$ cat src/rtl/fsk_tone_pkg.sv
package fsk_tone_pkg;

  typedef enum logic [2:0] {
    TONE_OFF     = 3'd0,
    TONE_V23_HI  = 3'd1,
    TONE_V23_MID = 3'd2,
    TONE_V23_LO  = 3'd3,
    TONE_B202_HI = 3'd4,
    TONE_B202_LO = 3'd5
  } tone_set_e;

  typedef enum logic [1:0] {
    REF_X1  = 2'd0,
    REF_X2  = 2'd1,
    REF_X8  = 2'd2,
    REF_X16 = 2'd3
  } ref_div_e;

  typedef struct packed {
    tone_set_e tone;
    ref_div_e  refsel;
  } mode_sel_t;

  // Tone frequency in Hz for a tone set code and data value (1 = mark).
  function automatic int unsigned tone_hz(logic [2:0] t, logic mark);
    case (t)
      3'd1:    return mark ? 1300 : 2100;
      3'd2:    return mark ? 1300 : 1700;
      3'd3:    return mark ? 390  : 450;
      3'd4:    return mark ? 1200 : 2200;
      3'd5:    return mark ? 387  : 487;
      default: return 0;
    endcase
  endfunction

  // Rounded phase increment for an accumulator of acc_w bits.
  function automatic logic [63:0] tune_word(int unsigned f, int unsigned clk_hz,
                                            int unsigned acc_w);
    logic [63:0] num;
    num = (64'(f) << acc_w) + 64'(clk_hz / 2);
    return num / 64'(clk_hz);
  endfunction

endpackage

$ cat src/rtl/fsk_std_detect.sv
module fsk_std_detect #(
  parameter int unsigned WIN = 2048
) (
  input  logic clk,
  input  logic rst,
  input  logic std_i,
  output logic level_o,
  output logic clocked_o
);
  localparam int unsigned CW = $clog2(WIN + 1);

  logic [2:0]    sh_q;
  logic [CW-1:0] quiet_q;
  logic          seen_q;
  logic          edge_w;

  assign edge_w  = sh_q[2] ^ sh_q[1];
  assign level_o = sh_q[1];

  always_ff @(posedge clk) begin
    if (rst) begin
      sh_q      <= '0;
      quiet_q   <= '0;
      seen_q    <= 1'b0;
      clocked_o <= 1'b0;
    end else begin
      sh_q <= {sh_q[1:0], std_i};
      if (edge_w) begin
        quiet_q <= '0;
        seen_q  <= 1'b1;
        if (seen_q) clocked_o <= 1'b1;
      end else if (quiet_q == CW'(WIN - 1)) begin
        seen_q    <= 1'b0;
        clocked_o <= 1'b0;
      end else begin
        quiet_q <= quiet_q + 1'b1;
      end
    end
  end


  clocked_needs_edge_chk: assert property (@(posedge clk) disable iff (rst)
    $rose(clocked_o) |-> $past(sh_q[2]) != $past(sh_q[1]));

endmodule

$ cat src/rtl/fsk_mode_decode.sv
module fsk_mode_decode
  import fsk_tone_pkg::*;
(
  input  logic      clk,
  input  logic      rst,
  input  logic      clocked_i,
  input  logic      level_i,
  input  logic      r1_i,
  input  logic      r2_i,
  output mode_sel_t sel_o
);
  logic [1:0] r1_q, r2_q;
  mode_sel_t  nxt_w;

  always_comb begin
    nxt_w = '{tone: TONE_OFF, refsel: REF_X1};
    casez ({clocked_i, level_i, r1_q[1], r2_q[1]})
      4'b0000, 4'b0100: nxt_w = '{tone: TONE_V23_HI,  refsel: REF_X1};
      4'b0001, 4'b0101: nxt_w = '{tone: TONE_V23_MID, refsel: REF_X2};
      4'b0010:          nxt_w = '{tone: TONE_V23_LO,  refsel: REF_X1};
      4'b0110:          nxt_w = '{tone: TONE_V23_LO,  refsel: REF_X2};
      4'b0011:          nxt_w = '{tone: TONE_V23_LO,  refsel: REF_X16};
      4'b0111:          nxt_w = '{tone: TONE_OFF,     refsel: REF_X1};
      4'b1?0?:          nxt_w = '{tone: TONE_B202_HI, refsel: REF_X1};
      4'b1?10:          nxt_w = '{tone: TONE_B202_LO, refsel: REF_X1};
      4'b1?11:          nxt_w = '{tone: TONE_B202_LO, refsel: REF_X8};
      default:          nxt_w = '{tone: TONE_OFF,     refsel: REF_X1};
    endcase
  end

  always_ff @(posedge clk) begin
    if (rst) begin
      r1_q  <= '0;
      r2_q  <= '0;
      sel_o <= '{tone: TONE_OFF, refsel: REF_X1};
    end else begin
      r1_q  <= {r1_q[0], r1_i};
      r2_q  <= {r2_q[0], r2_i};
      sel_o <= nxt_w;
    end
  end

endmodule

$ cat src/rtl/fsk_phase_acc.sv
module fsk_phase_acc
  import fsk_tone_pkg::*;
#(
  parameter int unsigned CLK_HZ = 4433600,
  parameter int unsigned ACC_W  = 32
) (
  input  logic      clk,
  input  logic      rst,
  input  tone_set_e tone_i,
  input  logic      mark_i,
  output logic      tone_o,
  output logic      en_o
);
  localparam int unsigned LUT_N = 16;

  logic [ACC_W-1:0] tw_lut [LUT_N];
  logic [ACC_W-1:0] tw_q;
  logic [ACC_W-1:0] acc_q;

  for (genvar g = 0; g < LUT_N; g++) begin : g_lut
    localparam int unsigned F_HZ = tone_hz(3'(g / 2), 1'(g % 2));
    assign tw_lut[g] = ACC_W'(tune_word(F_HZ, CLK_HZ, ACC_W));
  end

  always_ff @(posedge clk) begin
    if (rst) begin
      tw_q   <= '0;
      acc_q  <= '0;
      en_o   <= 1'b0;
      tone_o <= 1'b0;
    end else begin
      tw_q   <= tw_lut[{tone_i, mark_i}];
      en_o   <= (tone_i != TONE_OFF);
      if (en_o) acc_q <= acc_q + tw_q;
      tone_o <= en_o & acc_q[ACC_W-1];
    end
  end


  tw_range_chk: assert property (@(posedge clk) disable iff (rst)
    tw_q < (ACC_W'(1) << (ACC_W - 1)));


  tx_off_quiet_chk: assert property (@(posedge clk) disable iff (rst)
    !en_o |=> !tone_o);

endmodule

$ cat src/rtl/fsk_ref_div.sv
module fsk_ref_div
  import fsk_tone_pkg::*;
#(
  parameter int unsigned REF_HALF = 116
) (
  input  logic     clk,
  input  logic     rst,
  input  ref_div_e refsel_i,
  output logic     ref_o
);
  localparam int unsigned HW = $clog2(REF_HALF * 16 + 1);

  logic [HW-1:0] cnt_q;
  logic [HW-1:0] half_w;

  always_comb begin
    case (refsel_i)
      REF_X2:  half_w = HW'(REF_HALF * 2);
      REF_X8:  half_w = HW'(REF_HALF * 8);
      REF_X16: half_w = HW'(REF_HALF * 16);
      default: half_w = HW'(REF_HALF);
    endcase
  end

  always_ff @(posedge clk) begin
    if (rst) begin
      cnt_q <= '0;
      ref_o <= 1'b0;
    end else if (cnt_q >= half_w - 1'b1) begin
      cnt_q <= '0;
      ref_o <= ~ref_o;
    end else begin
      cnt_q <= cnt_q + 1'b1;
    end
  end


  ref_toggle_chk: assert property (@(posedge clk) disable iff (rst)
    (ref_o != $past(ref_o)) |-> ($past(cnt_q) + 1'b1 >= $past(half_w)));

endmodule

$ cat src/rtl/fsk_tone_synth.sv
module fsk_tone_synth
  import fsk_tone_pkg::*;
#(
  parameter int unsigned CLK_HZ   = 4433600,
  parameter int unsigned ACC_W    = 32,
  parameter int unsigned REF_HALF = 116,
  parameter int unsigned STD_WIN  = 2048
) (
  input  logic clk,
  input  logic rst,
  input  logic mode_std_i,
  input  logic mode_r1_i,
  input  logic mode_r2_i,
  input  logic tx_data_i,
  output logic tone_o,
  output logic tx_en_o,
  output logic ref_clk_o
);
  logic      std_level, std_clocked;
  mode_sel_t sel;
  logic [1:0] dsync_q;

  always_ff @(posedge clk) begin
    if (rst) dsync_q <= '0;
    else     dsync_q <= {dsync_q[0], tx_data_i};
  end

  fsk_std_detect #(.WIN(STD_WIN)) std_det_i (
    .clk(clk), .rst(rst), .std_i(mode_std_i),
    .level_o(std_level), .clocked_o(std_clocked)
  );

  fsk_mode_decode mode_dec_i (
    .clk(clk), .rst(rst), .clocked_i(std_clocked), .level_i(std_level),
    .r1_i(mode_r1_i), .r2_i(mode_r2_i), .sel_o(sel)
  );

  fsk_phase_acc #(.CLK_HZ(CLK_HZ), .ACC_W(ACC_W)) acc_i (
    .clk(clk), .rst(rst), .tone_i(sel.tone), .mark_i(dsync_q[1]),
    .tone_o(tone_o), .en_o(tx_en_o)
  );

  fsk_ref_div #(.REF_HALF(REF_HALF)) ref_i (
    .clk(clk), .rst(rst), .refsel_i(sel.refsel), .ref_o(ref_clk_o)
  );


  data_sync_chk: assert property (@(posedge clk) disable iff (rst)
    (dsync_q[1] != $past(dsync_q[1])) |-> (dsync_q[1] == $past(tx_data_i, 2)));


  off_low_chk: assert property (@(posedge clk) disable iff (rst)
    !tx_en_o |=> !tone_o);

endmodule

$ cat config.mk
export PLATFORM = sky130hd
export DESIGN_NAME = fsk_tone_synth
export DESIGN_NICKNAME = d
export VERILOG_FILES = /design/src/rtl/fsk_tone_pkg.sv /design/src/rtl/fsk_std_detect.sv /design/src/rtl/fsk_mode_decode.sv /design/src/rtl/fsk_phase_acc.sv /design/src/rtl/fsk_ref_div.sv /design/src/rtl/fsk_tone_synth.sv
export SDC_FILE = /design/constraint.sdc
export NUM_CORES = 1
export LEC_CHECK = 0
export ABC_AREA = 1
export BUFFER_PORTS_ARGS = -buffer_cell sky130_fd_sc_hd__buf_2
export CAP_MARGIN = 20
export CORE_MARGIN = 4
export CORE_UTILIZATION = 54
export CTS_CLUSTER_DIAMETER = 200
export DETAILED_ROUTE_END_ITERATION = 6
export GPL_TIMING_DRIVEN = 0
export MAX_ROUTING_LAYER = met4
export PLACE_DENSITY = 0.67
export SLEW_MARGIN = 10
export SYNTH_ARGS = -nofsm -noshare
export SYNTH_HDL_FRONTEND = slang
export SYNTH_HIERARCHICAL = 1
export SYNTH_SLANG_ARGS = --single-unit
$ cat constraint.sdc
create_clock -name clk -period 2.2 [get_ports clk]
set_input_delay 0.33 -clock clk [delete_from_list [all_inputs] [get_ports clk]]
set_output_delay 0.33 -clock clk [all_outputs]
set_load 0.01 [all_outputs]
After elaboration in Yosys (flattened, before gate mapping)
Memory sizes are Yosys's and may differ from the RTL's. A register that Yosys moved wholly into a read port is not among the register bits.
Cells that the tools add are included.

word-level totals
  input port bits = 6
  register bits after elaboration = 74
  memories = 1
  word-level logic and storage cells = 53
  memory bits (read-only) = 512
  output and inout port bits = 3

cells by class
  reduce and logical (&&, ||, !) cells = 8
  $add $sub $neg = 4
  magnitude comparators = 1
  bitwise operators = 4
  mux-type cells = 6
  eq/ne operators = 15

memory list
  name             depth  width  rd ports  clocked after Yosys merged registers in  write ports  RTL line             source
  (no name shown)  16     32     1         1                                        0            fsk_phase_acc.sv:32  tw_q <= tw_lut[{tone_i, mark_i}];

operators by type and width
  kind                   number
  $pmux 5 s9             1
  $pmux 11 s3            1
  $add 32x32->32         1
  $eq 4x3->1 const B     4
  $add 12x1->12 const B  1
  $eq 12x11->1 const B   1
  $add 11x1->11 const B  1
  $ge 11x11->1           1
  $sub 11x1->11 const B  1
  $eq 4x2->1 const B     2
  $reduce_or 2->1        4
  $eq 2x2->1 const B     3
  $eq 3x3->1 const B     2
  $not 4->5              1
  $eq 4x1->1 const B     1
  $logic_not 4->1        1
  $mux 1                 4
  $reduce_bool 3->1      1
  $eq 2x1->1 const B     1
  $ne 2x1->1 const B     1
  $reduce_and 2->1       1
  $reduce_bool 2->1      1
  $and 1x1->1            1
  $not 1->1              1
  $xor 1x1->1            1

Depth between registers and ports, before layout
Gate-level depths: netlist (run 1).

  depth in word-level cells = 5
  gate-level depth with buffers = 13

By module
The synthesis (run 1) kept the hierarchy.

modules (own cells, without submodules)
  module           sequential area each (um2)  cells an instance  area each (um2)  times used
  fsk_phase_acc    1,121.1                     638                3,940.0          1
  fsk_ref_div      240.2                       122                899.6            1
  fsk_std_detect   340.3                       116                875.8            1
  fsk_mode_decode  180.2                       42                 321.6            1
  fsk_tone_synth   40.0                        6                  55.1             1

Worst setup path after synthesis (run 1)
Ideal clock, no wire load.

  path kind = reg-to-reg
  start = reg acc_i.tw_q[0]
  end = reg acc_i.acc_q[16]
  path slack = 0.430 ns
  setup time = 0.109 ns
  period minus slack after synthesis = 1.770 ns
  arrival = 1.661 ns
  cell stages (with the launch flop) = 12
  cell sequence = dfxtp_1 > ha_1 > fa_1 > nand3_1 > nand3_2 > nand2_1 > nand2_1 > and2_1 > o21bai_1 > nand3_1 > nand2_1 > inv_1

between the ends
  cells in the longest elaborated chain, start to end = 1

RTL lines
  what                  RTL line             source
  from (decl)           fsk_phase_acc.sv:17  logic [ACC_W-1:0] tw_q;
  $add 32x32->32        fsk_phase_acc.sv:34  if (en_o) acc_q <= acc_q + tw_q;
  to (signal assigned)  fsk_phase_acc.sv:34
  to (decl)             fsk_phase_acc.sv:18  logic [ACC_W-1:0] acc_q;

No other way between the ends.
A chain may end at the register's enable or synchronous reset.

Worst setup path after layout (run 1)
  start = reg acc_i.tw_q[0]
  end = reg acc_i.acc_q[30]

Same word-level chain as after synthesis.

==> results.md, run 1 <==
- Start-to-end type of the worst setup path: register to register
- Avg Inst Size Synth: 6.59 um2
- YS warnings: 6
- FMAX: 496 MHz
- Number of buffers created by CTS: 9
- Proportion of layout cells with a drive suffix above 1: between 10 and 15%
- IO Pins: 9
- Largest net degree at the start of global routing: 19
- HPWL after detailed placement: 11000 um
- Minimum setup slack in the final design: 0.184 ns
- Clock root buffer: clkbuf_16
- Time the final worst path needs with I/O delays and setup: 2.02 ns
- Grt total ovfl: 0
- Maximum level of the CTS H-tree: 3
- Initial drt markers: 329
- RR Startpoint: acc_i/tw_q[0]$_SDFF_PP0_
- ANT nets after route: 0
- Cell area after synthesis: 6090 um2
- Critical R2R Capture: acc_i/acc_q[30]$_SDFFE_PP0P_
- Core occupancy in the finished layout: 60.5%
- Final-layout worst hold slack: around 0.18 ns
- Fin. max-slew vios: 0
- Run status: complete, no violations
- Endpoints failing setup: 0
- Critical Path Source Type: register
- Number of vias per cell after detailed routing: 5.07
- Worst Path Required: about 2.5 ns
- Register clock-pin slew on the reported worst setup and hold paths: about 0.07 ns
- Portion of the post-synthesis area used by sequential elements: 31.5%
- Register-to-register setup slack: 0.18 ns
- Number of optimization iterations in the first detailed-route pass: 5
- CP arrival: 2.27 ns
- Source-to-sink clock delay at the later pin of the worst-skew pair: 0.35 ns
- Leak pwr: 3.48 nW
- Number of flip-flops and latches in the synthesized netlist: 96
- Number of hold violations in the final report: 0
- Total routing resource utilization after global routing: 23.6%
- Number of distinct standard cells referenced by the synthesized netlist: 42
- Wire length of the first global-routing pass: 24100 um
- Postcts setup bufs: 0
- Vias after detailed routing: 5521
- Synth Net Count: 975
- Post-Synthesis Cells: 924
- Worst setup EP type: register
- Cell area after placement: between 6000 and 7000 um2
- Cell count after placement: 1072
- Placer's final routability congestion estimate: 0.968
- TritonCTS clock tree: yes
- Maximum fanout encountered on the critical timing path: 5
- Number of sinks handled by clock tree synthesis: 96
- Die area: 13000 um2
- Post-place setup slack: between 0.09 and 0.1 ns
- Number of cell instances on the worst register-to-register path: 12
- Non-filler instance count after layout: 1088
- Inserted Diodes: 0
- Max Root-Sink Buffers: 2
- Count of hold buffers inserted by post-cts repair: 0
- Fraction of the cycle the final worst path needs: 91.6%
- Initial cell density of the core: 55.7%
- Count of buffers from port buffering: 8
- Post-Route Skew: 0.00928 ns
- RSZ-0062 raised after global routing: no
- Total Routed Length: between 10000 and 15000 um
- Vias in the first global route: 5333
- PnR Total Power: ~4.0 mW
- Vertical die dimension: ~110 um
- Total power divided by cell area: 611 nW/um2
- Total non-filler cell area in the finished layout: 6620 um2
- Number of rows created at floorplan: 38
- Initial antenna violation count: 0
- Total of cells resized after clock tree synthesis: 0
- Startpoint of the tightest hold check path: tx_data_i
- Sum Neg Setup Slack: 0 ns
- Max_slew headroom: 61.3%
- Worst-case hold path end point: dsync_q[0]$_SDFF_PP0_
- Worst IR drop on VDD: 0.683 mV
- Cells on Worst Hold Path: 3
- Number of nets in the final layout: 994
- Filler cell count: 1038
- Synth-to-Final Area Change: 8.63%
- Post-route DRC: 0
- Core area: approximately 11000 um2
- Chip width: 114 um
- Worst Max-Slew Pin Slew: 0.580 ns
- Total of max-cap violations: 0
- Worst Hold Class: input pin to register
- WL/cell: between 10 and 15 um
[Yosys cell counts]
| cell type | instances | area (um2) |
|---|---|---|
| nand3_4 | 1 | 17.5 |
| a22o_1 | 1 | 8.76 |
| o211ai_1 | 2 | 15.0 |
| nor2_4 | 5 | 56.3 |
| clkbuf_1 | 5 | 18.8 |
| nor3_2 | 3 | 30.0 |
| a21oi_2 | 3 | 26.3 |
| nand4_1 | 10 | 62.6 |
| fa_1 | 1 | 20.0 |
| nand2_1 | 245 | 920 |
| inv_1 | 158 | 593 |
| nor4_1 | 2 | 12.5 |
| o21ai_0 | 22 | 110 |
| o21ai_1 | 7 | 35.0 |
| a21oi_1 | 29 | 145 |
| xor2_1 | 14 | 123 |
| nor3b_4 | 1 | 18.8 |
| buf_6 | 1 | 11.3 |
| buf_2 | 4 | 20.0 |
| o22ai_1 | 2 | 12.5 |
| a31oi_1 | 1 | 6.26 |
| nand2_2 | 17 | 106 |
| nor2_2 | 20 | 125 |
| clkinv_1 | 1 | 3.75 |
| nand3_1 | 59 | 295 |
| nand2_4 | 2 | 22.5 |
| nor3_1 | 8 | 40.0 |
| xnor2_1 | 8 | 70.1 |
| o21ai_2 | 1 | 8.76 |
| o32ai_1 | 1 | 8.76 |
| or2_0 | 1 | 6.26 |
| o21bai_1 | 5 | 37.5 |
| inv_2 | 7 | 26.3 |
| buf_4 | 2 | 15.0 |
| buf_1 | 1 | 3.75 |
| dfxtp_1 | 96 | 1920 |
| nor2_1 | 119 | 447 |
| nand3b_1 | 4 | 30.0 |
| nor2_8 | 2 | 40.0 |
| and2_1 | 5 | 31.3 |
| ha_1 | 44 | 551 |
| nand3_2 | 4 | 40.0 |
[metal layers]
layer  GRT usage [%]  routed length [um]  up-vias
met4            8.31                 303        0
met3            3.65                 507       26
li1                -                   -     2891
met2            40.6                6740      107
met5               -                   0        -
met1            28.2                6380     2497
[worst max path at each step]
stage,depth (start not counted),slack [ns],to,from
finish,12,0.18,acc_i/acc_q[30]$_SDFFE_PP0P_,acc_i/tw_q[0]$_SDFF_PP0_
global route,12,0.02,ref_i/cnt_q[8]$_SDFF_PP0_,mode_dec_i/sel_o[1]$_SDFF_PP0_
CTS,12,0.06,acc_i/acc_q[14]$_SDFFE_PP0P_,acc_i/tw_q[0]$_SDFF_PP0_
detailed placement,12,0.1,acc_i/acc_q[14]$_SDFFE_PP0P_,acc_i/tw_q[0]$_SDFF_PP0_
global placement,12,0.13,acc_i/acc_q[30]$_SDFFE_PP0P_,acc_i/tw_q[0]$_SDFF_PP0_
floorplan,11,0.43,acc_i/acc_q[16]$_SDFFE_PP0P_,acc_i/tw_q[0]$_SDFF_PP0_
[power by group]
group          total [mW]  switching (mW)  internal [mW]
logic               0.542           0.354          0.188
registers            1.88          0.0547           1.82
clock network        1.63           0.727          0.901
total                4.05            1.14           2.91
[kinds of logic (layout without fill, tap and decap cells)]
| kind of cell | Yosys count | after routing | synth area share, % |
|---|---|---|---|
| compound gates | 74 | 74 | 6.80 |
| xor+xnor | 22 | 22 | 3.16 |
| fa+ha+maj | 45 | 45 | 9.37 |
| buf+inv | 179 | 203 | 11.4 |
| flops | 96 | 96 | 31.5 |
| simple gates | 508 | 508 | 37.8 |
[worst max-delay path, stage by stage, from the launching register on]
cell     delay, ns
dfxtp_1       0.33
ha_1          0.24
fa_2          0.39
nand3_1       0.11
nand3_2       0.13
nand2_1       0.09
nand2_1       0.09
nand2_1       0.08
nand2_1       0.09
nand2_1       0.09
nand2_2       0.08
a21oi_1       0.14
nor2_1        0.06
[flip-flops by register name, indices dropped and copies added (netlist names)]
| name | flops |
|---|---|
| std_det_i/quiet_q | 12 |
| acc_i/en_o | 1 |
| acc_i/tw_q | 22 |
| mode_dec_i/sel_o | 5 |
| ref_i/cnt_q | 11 |
| mode_dec_i/r2_q | 2 |
| acc_i/tone_o | 1 |
| dsync_q | 2 |
| acc_i/acc_q | 32 |
| ref_i/ref_o | 1 |
| std_det_i/seen_q | 1 |
| std_det_i/sh_q | 3 |
| std_det_i/clocked_o | 1 |
| mode_dec_i/r1_q | 2 |
[placed cells by master, fill, tap and decap left out, types with 3 or more instances in the layout]
cell / count
nand2_1: 245
and2_1: 5
nor2_2: 20
buf_2: 12
a21oi_1: 29
ha_1: 44
inv_1: 158
nand3b_1: 4
nand3_1: 59
clkbuf_16: 9
nand4_1: 10
nor2_4: 5
o21bai_1: 5
nor2_1: 119
nor3_1: 8
a21oi_2: 3
nand3_2: 4
xnor2_1: 8
dfxtp_1: 96
nand2_2: 17
inv_2: 7
inv_6: 3
clkbuf_1: 5
nor3_2: 3
o21ai_1: 8
o21ai_0: 21
xor2_1: 14
[final cells by class]
| cell class | count | area (um2) | area share, % |
|---|---|---|---|
| buffer | 13 | 68.8 | 1.04 |
| inverter | 166 | 623 | 9.42 |
| multi-input combinational | 649 | 3480 | 52.6 |
| timing repair buffer | 8 | 40.0 | 0.605 |
| clock inverter | 7 | 82.6 | 1.25 |
| tap | 140 | 175 | 2.65 |
| clock buffer | 9 | 225 | 3.40 |
| sequential | 96 | 1920 | 29.0 |
(Power assumes the default switching activity.)
==> inputs of run 2 (changes only) <==
--- a/config.mk
+++ b/config.mk
@@ -9,12 +9,13 @@
 export BUFFER_PORTS_ARGS = -buffer_cell sky130_fd_sc_hd__buf_2
 export CAP_MARGIN = 20
 export CORE_MARGIN = 4
-export CORE_UTILIZATION = 54
+export CORE_UTILIZATION = 35
 export CTS_CLUSTER_DIAMETER = 200
 export DETAILED_ROUTE_END_ITERATION = 6
 export GPL_TIMING_DRIVEN = 0
 export MAX_ROUTING_LAYER = met4
-export PLACE_DENSITY = 0.67
+export PLACE_DENSITY = 0.46
+export SKIP_CTS_REPAIR_TIMING = 1
 export SLEW_MARGIN = 10
 export SYNTH_ARGS = -nofsm -noshare
 export SYNTH_HDL_FRONTEND = slang
==> constraint.sdc (replaced) <==
create_clock -name clk -period 1.89 [get_ports clk]
set_input_delay 0.2835 -clock clk [delete_from_list [all_inputs] [get_ports clk]]
set_output_delay 0.2835 -clock clk [all_outputs]
set_load 0.01 [all_outputs]
==> run 2 against run 1 <==
  * Sequential power grew 18%
  * Die area grew 50%
  * First-iteration DRC count down 37%
  * Clock skew up 0.0022 ns
  * Flip-flop and latch count did not move
  * Clock power grew 11%
  * Power up 18%
  * Count of clock-buffer cells in the layout grew 1
  * Worst setup slack worse by 0.16 ns
  * Critical path type unchanged
==> results.md, run 2 (synthesis gave the netlist of run 1 again) <==
- RSZ-0062 raised after global routing: yes
- CP arrival: 2.11 ns
- Core area: ~17000 um2
- Number of nets in the final layout: 1003
- Maximum level of the CTS H-tree: 3
- Number of cell instances on the worst register-to-register path: 11
- Core occupancy in the finished layout: 43.3%
- Post-place setup slack: -0.222 ns
- Commonest cells after routing, fill and taps aside: 227 x nand2_1, 154 x inv_1, 110 x nor2_1
- Wire length of the first global-routing pass: 24000 um
- Fraction of the cycle the final worst path needs: 98.5%
- Cell area after placement: approximately 6400 um2
- Critical R2R Capture: acc_i/acc_q[16]$_SDFFE_PP0P_
- Number of sinks handled by clock tree synthesis: between 90 and 100
- Worst Hold Class: input pin to register
- Number of rows created at floorplan: 47
- Initial antenna violation count: 0
- Most flops, register: acc_i/acc_q
- Clock root buffer: clkbuf_16
- Total power divided by cell area: approximately 650 nW/um2
- Post-route DRC: 0
- Maximum fanout encountered on the critical timing path: 5
- WL/cell: 12.8 um
- Slowest-stage cell, CP: fa_2
- FMAX: 537 MHz
- RR Startpoint: acc_i/tw_q[0]$_SDFF_PP0_
- Max_slew headroom: about three fifths
- Endpoints failing setup: 0
- Worst IR drop on VDD: between 0.4 and 0.5 mV
- Largest registers: acc_i/acc_q (32), acc_i/tw_q (22), std_det_i/quiet_q (12)
- Vertical die dimension: between 100 and 150 um
- Number of vias per cell after detailed routing: 4.50
- Number of optimization iterations in the first detailed-route pass: 6
- Synth-to-Final Area Change: 19.4%
- Start-to-end type of the worst setup path: register to register
- Cells along the critical path: ha_4, fa_2, nand3_2, nand3_4, nand2_1, nand2_2, and2_1, o21bai_1, nand3_1, nand2_1, inv_1
- Vias after detailed routing: between 5000 and 6000
- Vias in the first global route: between 4000 and 5000
- Total routing resource utilization after global routing: ~16%
- Number of hold violations in the final report: 0
- Non-filler instance count after layout: 1174
- Max Root-Sink Buffers: 2
- Worst Max-Slew Pin Slew: between 0.5 and 0.6 ns
- CP max stage delay: 0.38 ns
- Proportion of layout cells with a drive suffix above 1: 18.9%
- Most frequent standard cell in the layout excluding fill and tap cells: nand2_1
- Largest net degree at the start of global routing: 15
- Worst Path Required: 2.13 ns
- PnR Total Power: 4.76 mW
- Total non-filler cell area in the finished layout: 7280 um2
- Filler cell count: 1810
- Minimum setup slack in the final design: approximately 0.028 ns
- Cell count after placement: roughly 1200
- IO Pins: 9
- Final-layout worst hold slack: roughly 0.14 ns
- Placer's final routability congestion estimate: between 0.8 and 0.9
- Die area: ~20000 um2
- Run status: complete, no violations
- Capturing element of the worst setup path: acc_i/acc_q[16]$_SDFFE_PP0P_
- Total of max-cap violations: 0
- Critical Path Source Type: register
- Fin. max-slew vios: 0
- Leak pwr: 3.57 nW
- First element of the critical path: acc_i/tw_q[0]$_SDFF_PP0_
- Number of buffers created by CTS: 9
- ANT nets after route: 0
- Source-to-sink clock delay at the later pin of the worst-skew pair: 0.35 ns
- Inserted Diodes: 0
- Top cell by count, worst path: nand2_1
- Largest register FFs: 32
- Worst setup EP type: register
- Post-Route Skew: between 0.01 and 0.015 ns
- Sum Neg Setup Slack: 0 ns
- Total Routed Length: between 15000 and 20000 um
- Chip width: 140 um
- Grt total ovfl: 0
- HPWL after detailed placement: 11600 um
- Register clock-pin slew on the reported worst setup and hold paths: 0.06 ns
- Count of buffers from port buffering: 8
- Register-to-register setup slack: 0.03 ns
- Time the final worst path needs with I/O delays and setup: 1.86 ns
- Initial drt markers: just over 200
- TritonCTS clock tree: yes
- Initial cell density of the core: 36.2%
==> run 2: area by class of cell <==
class                           count  area [um2]  share of cell area, %
Clock buffer                       10         239                   3.28
Multi-Input combinational cell    649        3960                   54.4
Inverter                          166         628                   8.63
Buffer                             13        73.8                   1.01
Sequential cell                    96        1930                   26.6
Timing Repair Buffer               17         125                   1.72
Clock inverter                      3        45.0                  0.619
Tap cell                          220         275                   3.78
==> run 2: worst min-delay path by stage <==
stage	from	to	cells past startpoint
6_report	mode_r2_i	mode_dec_i/r2_q[0]$_SDFF_PP0_	3
5_1_grt	mode_r2_i	mode_dec_i/r2_q[0]$_SDFF_PP0_	3
4_1_cts	mode_r2_i	mode_dec_i/r2_q[0]$_SDFF_PP0_	3
3_5_place_dp	std_det_i/sh_q[0]$_SDFF_PP0_	std_det_i/sh_q[1]$_SDFF_PP0_	2
3_3_place_gp	std_det_i/sh_q[0]$_SDFF_PP0_	std_det_i/sh_q[1]$_SDFF_PP0_	2
2_1_floorplan	rst	dsync_q[0]$_SDFF_PP0_	1
==> run 2: power breakdown <==
| part | switching (mW) | internal [mW] | leakage, nW |
|---|---|---|---|
| registers | 0.0897 | 2.12 | 0.786 |
| logic | 0.440 | 0.299 | 2.65 |
| clock network | 0.769 | 1.04 | 0.133 |
| total | 1.30 | 3.46 | 3.57 |
==> run 2: worst max-delay path: cells and delay by family (launching register included) <==
family          cells  cell delay, ns
compound gates      1            0.11
flops               1            0.36
simple gates        7            0.71
fa+ha+maj           2            0.54
buf+inv             1            0.03
==> run 2: layer usage <==
metal | GRT usage (%) | wire, um | vias to the layer above
met1 | 20.0 | 7430 | 2337
met5 | - | 0 | -
met3 | 2.79 | 269 | 18
li1 | - | - | 2896
met2 | 25.8 | 7010 | 35
met4 | 4.39 | 322 | 0
